==> src/rtl/pfq_pkg.sv <==
package pfq_pkg;
  typedef struct packed {
    logic push;
    logic pop;
    logic flush;
  } pfq_strobe_t;
endpackage

==> src/rtl/pfq_ctrl.sv <==
module pfq_ctrl
  import pfq_pkg::*;
#(
  parameter int DEPTH = 8,
  localparam int PW = (DEPTH > 1) ? $clog2(DEPTH) : 1,
  localparam int CW = $clog2(DEPTH + 1)
) (
  input  logic          clk,
  input  logic          rstN,
  input  logic          fillValid,
  input  logic          outReady,
  input  logic          storeHit,
  input  logic          legacyMode,
  input  logic          redirectValid,
  input  logic          serialize,
  output pfq_strobe_t   ctl,
  output logic [PW-1:0] wrIdx,
  output logic [PW-1:0] rdIdx,
  output logic          fillReady,
  output logic          outValid,
  output logic          queueEmpty
);
  logic [CW-1:0] count;
  logic          flushNow;

  assign flushNow   = (storeHit && !legacyMode) || redirectValid || serialize;
  assign queueEmpty = (count == '0);
  assign outValid   = !queueEmpty && !flushNow;
  assign fillReady  = (count != CW'(DEPTH)) && !flushNow;

  assign ctl.flush = flushNow;
  assign ctl.pop   = outValid && outReady;
  assign ctl.push  = fillValid && fillReady;

  function automatic logic [PW-1:0] nextIdx(input logic [PW-1:0] idx);
    return (idx == PW'(DEPTH - 1)) ? '0 : idx + PW'(1);
  endfunction

  always_ff @(posedge clk) begin
    if (!rstN || flushNow) begin
      count <= '0;
      wrIdx <= '0;
      rdIdx <= '0;
    end else begin
      if (ctl.push) wrIdx <= nextIdx(wrIdx);
      if (ctl.pop)  rdIdx <= nextIdx(rdIdx);
      if (ctl.push && !ctl.pop)      count <= count + CW'(1);
      else if (!ctl.push && ctl.pop) count <= count - CW'(1);
    end
  end

  AST_NO_OVERFLOW: assert property (@(posedge clk) disable iff (!rstN)
    ctl.push |-> count < CW'(DEPTH));
  AST_FLUSH_CLEARS: assert property (@(posedge clk) disable iff (!rstN)
    ctl.flush |=> queueEmpty && !outValid);
  AST_LEGACY_NO_STORE_FLUSH: assert property (@(posedge clk) disable iff (!rstN)
    (legacyMode && !redirectValid && !serialize) |-> !ctl.flush);
endmodule

==> src/rtl/pfq_datapath.sv <==
module pfq_datapath
  import pfq_pkg::*;
#(
  parameter int DEPTH = 8,
  parameter int AW = 32,
  parameter int DW = 32,
  parameter int LENW = 3,
  parameter logic [AW-1:0] RESET_ADDR = '0,
  localparam int PW = (DEPTH > 1) ? $clog2(DEPTH) : 1,
  localparam int WB = DW / 8
) (
  input  logic            clk,
  input  logic            rstN,
  input  pfq_strobe_t     ctl,
  input  logic [PW-1:0]   wrIdx,
  input  logic [PW-1:0]   rdIdx,
  input  logic            queueEmpty,
  input  logic [AW-1:0]   fillAddr,
  input  logic [DW-1:0]   fillData,
  input  logic            storeValid,
  input  logic [AW-1:0]   storeAddr,
  input  logic [LENW-1:0] storeLen,
  input  logic            redirectValid,
  input  logic [AW-1:0]   redirectAddr,
  output logic            storeHit,
  output logic [AW-1:0]   headAddr,
  output logic [DW-1:0]   headData,
  output logic [AW-1:0]   restartAddr
);
  logic [AW-1:0]    addrQ [DEPTH];
  logic [DW-1:0]    dataQ [DEPTH];
  logic [DEPTH-1:0] validQ;
  logic [DEPTH-1:0] hitVec;
  logic [AW-1:0]    nextAddrQ;
  logic [AW:0]      storeLo, storeHi;

  assign storeLo = {1'b0, storeAddr};
  assign storeHi = storeLo + (AW+1)'(storeLen);

  for (genvar i = 0; i < DEPTH; i++) begin : g_entry
    logic [AW:0] entryLo, entryHi;
    assign entryLo   = {1'b0, addrQ[i]};
    assign entryHi   = entryLo + (AW+1)'(WB - 1);
    assign hitVec[i] = validQ[i] && (storeLo <= entryHi) && (entryLo <= storeHi);

    always_ff @(posedge clk) begin
      if (!rstN || ctl.flush) validQ[i] <= 1'b0;
      else if (ctl.push && wrIdx == PW'(i)) validQ[i] <= 1'b1;
      else if (ctl.pop && rdIdx == PW'(i)) validQ[i] <= 1'b0;
    end

    always_ff @(posedge clk) begin
      if (ctl.push && wrIdx == PW'(i)) begin
        addrQ[i] <= fillAddr;
        dataQ[i] <= fillData;
      end
    end
  end

  assign storeHit    = storeValid && (|hitVec);
  assign headAddr    = addrQ[rdIdx];
  assign headData    = dataQ[rdIdx];
  assign restartAddr = redirectValid ? redirectAddr : (queueEmpty ? nextAddrQ : headAddr);

  always_ff @(posedge clk) begin
    if (!rstN)          nextAddrQ <= RESET_ADDR;
    else if (ctl.flush) nextAddrQ <= restartAddr;
    else if (ctl.pop)   nextAddrQ <= headAddr + AW'(WB);
  end

  AST_POP_HAS_ENTRY: assert property (@(posedge clk) disable iff (!rstN)
    ctl.pop |-> validQ[rdIdx]);
  AST_PUSH_FREE_SLOT: assert property (@(posedge clk) disable iff (!rstN)
    ctl.push |-> !validQ[wrIdx]);
  AST_REDIRECT_TARGET: assert property (@(posedge clk) disable iff (!rstN)
    ctl.flush && redirectValid |=> nextAddrQ == $past(redirectAddr));
endmodule

==> src/rtl/prefetch_queue.sv <==
module prefetch_queue
  import pfq_pkg::*;
#(
  parameter int DEPTH = 8,
  parameter int AW = 32,
  parameter int DW = 32,
  parameter int LENW = 3,
  parameter logic [AW-1:0] RESET_ADDR = '0
) (
  input  logic            clk,
  input  logic            rstN,
  input  logic            legacyMode,
  input  logic            fillValid,
  output logic            fillReady,
  input  logic [AW-1:0]   fillAddr,
  input  logic [DW-1:0]   fillData,
  output logic            outValid,
  input  logic            outReady,
  output logic [AW-1:0]   outAddr,
  output logic [DW-1:0]   outData,
  input  logic            storeValid,
  input  logic [AW-1:0]   storeAddr,
  input  logic [LENW-1:0] storeLen,
  input  logic            redirectValid,
  input  logic [AW-1:0]   redirectAddr,
  input  logic            serialize,
  output logic            restartValid,
  output logic [AW-1:0]   restartAddr
);
  localparam int PW = (DEPTH > 1) ? $clog2(DEPTH) : 1;

  pfq_strobe_t   ctl;
  logic [PW-1:0] wrIdx, rdIdx;
  logic          queueEmpty, storeHit;

  pfq_ctrl #(.DEPTH(DEPTH)) u_ctrl (
    .clk(clk), .rstN(rstN), .fillValid(fillValid), .outReady(outReady),
    .storeHit(storeHit), .legacyMode(legacyMode), .redirectValid(redirectValid),
    .serialize(serialize), .ctl(ctl), .wrIdx(wrIdx), .rdIdx(rdIdx),
    .fillReady(fillReady), .outValid(outValid), .queueEmpty(queueEmpty)
  );

  pfq_datapath #(.DEPTH(DEPTH), .AW(AW), .DW(DW), .LENW(LENW), .RESET_ADDR(RESET_ADDR)) u_dp (
    .clk(clk), .rstN(rstN), .ctl(ctl), .wrIdx(wrIdx), .rdIdx(rdIdx),
    .queueEmpty(queueEmpty), .fillAddr(fillAddr), .fillData(fillData),
    .storeValid(storeValid), .storeAddr(storeAddr), .storeLen(storeLen),
    .redirectValid(redirectValid), .redirectAddr(redirectAddr),
    .storeHit(storeHit), .headAddr(outAddr), .headData(outData),
    .restartAddr(restartAddr)
  );

  assign restartValid = ctl.flush;

  AST_STORE_HIT_FLUSHES: assert property (@(posedge clk) disable iff (!rstN)
    (storeHit && !legacyMode) |-> restartValid && !outValid);
  AST_SERIALIZE_FLUSHES: assert property (@(posedge clk) disable iff (!rstN)
    serialize |-> restartValid && !fillReady);
endmodule

==> config.mk <==
export PLATFORM = sky130hd
export DESIGN_NAME = prefetch_queue
export DESIGN_NICKNAME = d
export VERILOG_FILES = /design/src/rtl/pfq_pkg.sv /design/src/rtl/pfq_ctrl.sv /design/src/rtl/pfq_datapath.sv /design/src/rtl/prefetch_queue.sv
export SDC_FILE = /design/constraint.sdc
export NUM_CORES = 2
export LEC_CHECK = 0
export ABC_CLOCK_PERIOD_IN_PS = 16000
export BUFFER_PORTS_ARGS = -buffer_cell sky130_fd_sc_hd__buf_2
export CAP_MARGIN = 5
export CELL_PAD_IN_SITES_DETAIL_PLACEMENT = 1
export CELL_PAD_IN_SITES_GLOBAL_PLACEMENT = 2
export CORE_ASPECT_RATIO = 0.6
export CORE_MARGIN = 2
export CORE_UTILIZATION = 46
export CTS_CLUSTER_SIZE = 28
export DETAILED_ROUTE_END_ITERATION = 6
export GPL_TIMING_DRIVEN = 0
export PLACE_DENSITY = 0.9
export SETUP_SLACK_MARGIN = 0.02
export SLEW_MARGIN = 10
export SYNTH_ARGS = -nofsm -noshare
export SYNTH_HDL_FRONTEND = slang
export SYNTH_SLANG_ARGS = --single-unit
==> constraint.sdc <==
create_clock -name clk -period 16 [get_ports clk]
set_clock_uncertainty 0.2 [all_clocks]
set_input_delay 0.8 -clock clk [delete_from_list [all_inputs] [get_ports clk]]
set_output_delay 0.8 -clock clk [all_outputs]
set_load 0.01 [all_outputs]
==> metrics <==
run status=complete, but fails checks; failing checks=capacitance limit, slew limit; full die area=89600 um2; Area growth syn-to-layout=13.0%; synth warn=0; routed length per instance=35.7 um; setup bufs post-CTS=0; routability cong.=1.05; dpl ws=5.87 ns; main combinational cell family by area after synthesis=adder cells; FF-to-FF path depth=31; Synth Area in Compound Gates=0.110; post-synthesis sequential area ratio=0.410; Clock power frac=0.381; Post-synth EDFFs=512; Unique masters post-synth=93; Max-cap violations=1; maximum VDD drop=0.0933 mV; Leak Pwr=16.8 nW; hold path depth=1; cts repair resizes=0; P per Cell Area=82.4 nW/um2; final std cells w/o fill=5049; Combinational Power Share=0.174; total gr overflow=0; clock transition at the registers of the reported paths=0.06 ns; All-Layer GR Usage=0.398; Critical Path End Type=output port; crit-path max FO=10; # clock sinks=565; main area contributors after synthesis=edfxtp_1, ha_1, mux4_2, xor2_1, nand2_1; M2 GR Usage=0.522; endpoints failing setup=0; Simple-Gate Fraction of Synth Area=0.136; Initial Utilization=0.467; pin count of the biggest net entering global routing=40; worst rel slew slack=-0.0651; top_reg_cell synth=edfxtp_1; synthesis-stage register bit count=565; post-synthesis mux area share=0.0931; total number of vias=34800; via/cell ratio=6.89; die width=385 um; Final Core Density=0.528; net count after synthesis=4196; CTS root buf=clkbuf_16; WL final=180000 um; Syn Inst Count=3524; GR Util met1=0.572; worst setup path start=storeAddr[1]; Post-synth top cells=ha_1, edfxtp_1, nand2_1; GRT busiest layer=met1; most common cell in the netlist=ha_1; placed instance count=4939; fraction of registers with async set/reset=0; worst reg2reg setup slack=6.06 ns; Synth Area per Inst=11.4 um2; final hold vios=0; WHS Endpoint=u_dp.dataQ[1][12]$_DFFE_PP_; DR iter-0 viols=4909; worst reg2reg path endpoint=u_ctrl.count[3]$_SDFFE_PP0P_; critical path arrival=9.23 ns; vias in the first global route=34100; final worst slack=5.77 ns; fin crit period=10.23 ns; Synth top area share=0.383; Yosys top cell by area=edfxtp_1; initial antenna violation count=18; synthesized area=40100 um2; P_int=2.65 mW; Core Region=85900 um2; type of origin of the critical path=input pin; Sequential Power Share=0.446; router iterations before antenna repair=7; GR Util met3=0.191; Die Span Y=233 um; xor and xnor area share after synthesis=0.0646; CTS H-tree depth=2; Slew Limit Fails=3; Synth Area in Adders=0.167; Worst Hold Class=in -> reg; CTS tree=built; unrepaired setup endpoints after global routing=no; Sw Ratio=0.291; Clock Path Buffers=3; Crit Reg-Reg Startpoint=u_dp.addrQ[6][0]$_DFFE_PP_; Psw=1.09 mW; FP Rows=83; CTS Hold Buffers Added=0; Routed Antenna Nets=0; critical path data required time=15.00 ns; number of buffers created by CTS=55; HPWL Detailed=142000 um; Worst Max-Slew Pin Slew=1.58 ns; nets@finish=4522; Hold Path Origin=fillData[12]; Max Freq=97.8 MHz; sum of negative setup slack=0 ns; global-route wire length before repair=253000 um; DRC viols=0; Port-buffer cells=237; Worst-Skew Late Latency=0.67 ns; Ports=238; CP Class=in -> out; layout cells sized above 1=0.156; fillcell total=9191; final worst-path cycle share=0.639
==> power groups by stage <==
stage | Sequential, mW | Clock, mW | Combinational, mW
floorplan | 1.68 | 0 | 0.341
global placement | 1.70 | 0 | 0.587
detailed placement | 1.69 | 0 | 0.618
CTS | 1.66 | 1.42 | 0.624
global route | 1.67 | 1.47 | 0.689
finish | 1.67 | 1.42 | 0.649
==> stage by stage <==
step                      hold WS (ns)  total power, mW  cell area [um2]
after global routing             0.221             3.83            45300
after detailed placement         0.278             2.31            43400
after global placement           0.261             2.28            42700
final                            0.210             3.74            45300
after floorplan                  0.237             2.03            40100
after CTS                        0.195             3.71            45300
==> worst max path at each step <==
stage	end	slack, ns	cells after the start
floorplan	u_dp.addrQ[4][0]$_DFFE_PP_	7.64	25
global placement	u_dp.addrQ[4][21]$_DFFE_PP_	0.47	22
detailed placement	u_ctrl.count[3]$_SDFFE_PP0P_	5.87	32
CTS	fillReady	6.35	21
global route	fillReady	5.86	21
finish	fillReady	5.77	24
==> cells by family after synthesis <==
kind of cell | after synthesis
compound gates | 664
mux | 220
simple gates | 1072
xor+xnor | 296
buf+inv | 173
flops | 565
fa+ha+maj | 534
==> per-layer routing <==
metal	vias up	share of wire
met5	-	0.00047
met1	17600	0.42
met4	14	0.031
li1	14400	-
met2	2361	0.38
met3	363	0.16
==> registers in the layout, summed over array words and instances, names as in the netlist, named ones only <==
name and flops:
u_ctrl.rdIdx 3, u_dp.dataQ 256, u_ctrl.count 4, u_dp.addrQ 256
u_dp.validQ 8, u_dp.nextAddrQ 32, u_ctrl.wrIdx 3
==> critical path, cell delays in order <==
cell,delay [ns]
buf_2,0.23
ha_1,0.34
a21o_1,0.10
a21oi_1,0.09
nor2_1,0.34
and4_1,0.35
and3_1,0.53
nand4_1,0.20
xor2_1,0.90
ha_1,0.26
nand4_1,0.32
nor4_1,1.38
o31ai_1,0.47
o211ai_1,0.49
nand3_1,0.17
a31oi_1,0.20
o221ai_1,0.19
nor3_2,0.80
a21o_1,0.24
buf_6,0.16
inv_2,0.10
buf_4,0.22
a21oi_1,0.13
buf_2,0.17
==> cell type report <==
class	count	area (um2)	area share
Antenna cell	10	25.0	0.000552
Multi-Input combinational cell	2786	23100	0.509
Clock buffer	67	1440	0.0318
Tap cell	1147	1440	0.0317
Inverter	82	308	0.00679
Timing Repair Buffer	269	1700	0.0374
Buffer	91	464	0.0102
Clock inverter	32	453	0.00999
Sequential cell	565	16400	0.363
==> placed cells by master (no fill, tap or decap), drive strengths merged, types with 40 or more instances in the layout <==
| master | n |
|---|---|
| inv | 83 |
| a211oi | 73 |
| nor3 | 64 |
| xnor2 | 119 |
| and3 | 81 |
| o211ai | 40 |
| a21oi | 176 |
| dfxtp | 53 |
| o21ai | 147 |
| nand2 | 303 |
| xor2 | 177 |
| nand4 | 133 |
| mux2i | 67 |
| mux4 | 117 |
| ha | 531 |
| nor2 | 164 |
| clkbuf | 114 |
| edfxtp | 512 |
| buf | 313 |
| a21o | 68 |
| nand3 | 161 |
No activity file was read; power rests on OpenSTA's default activity.
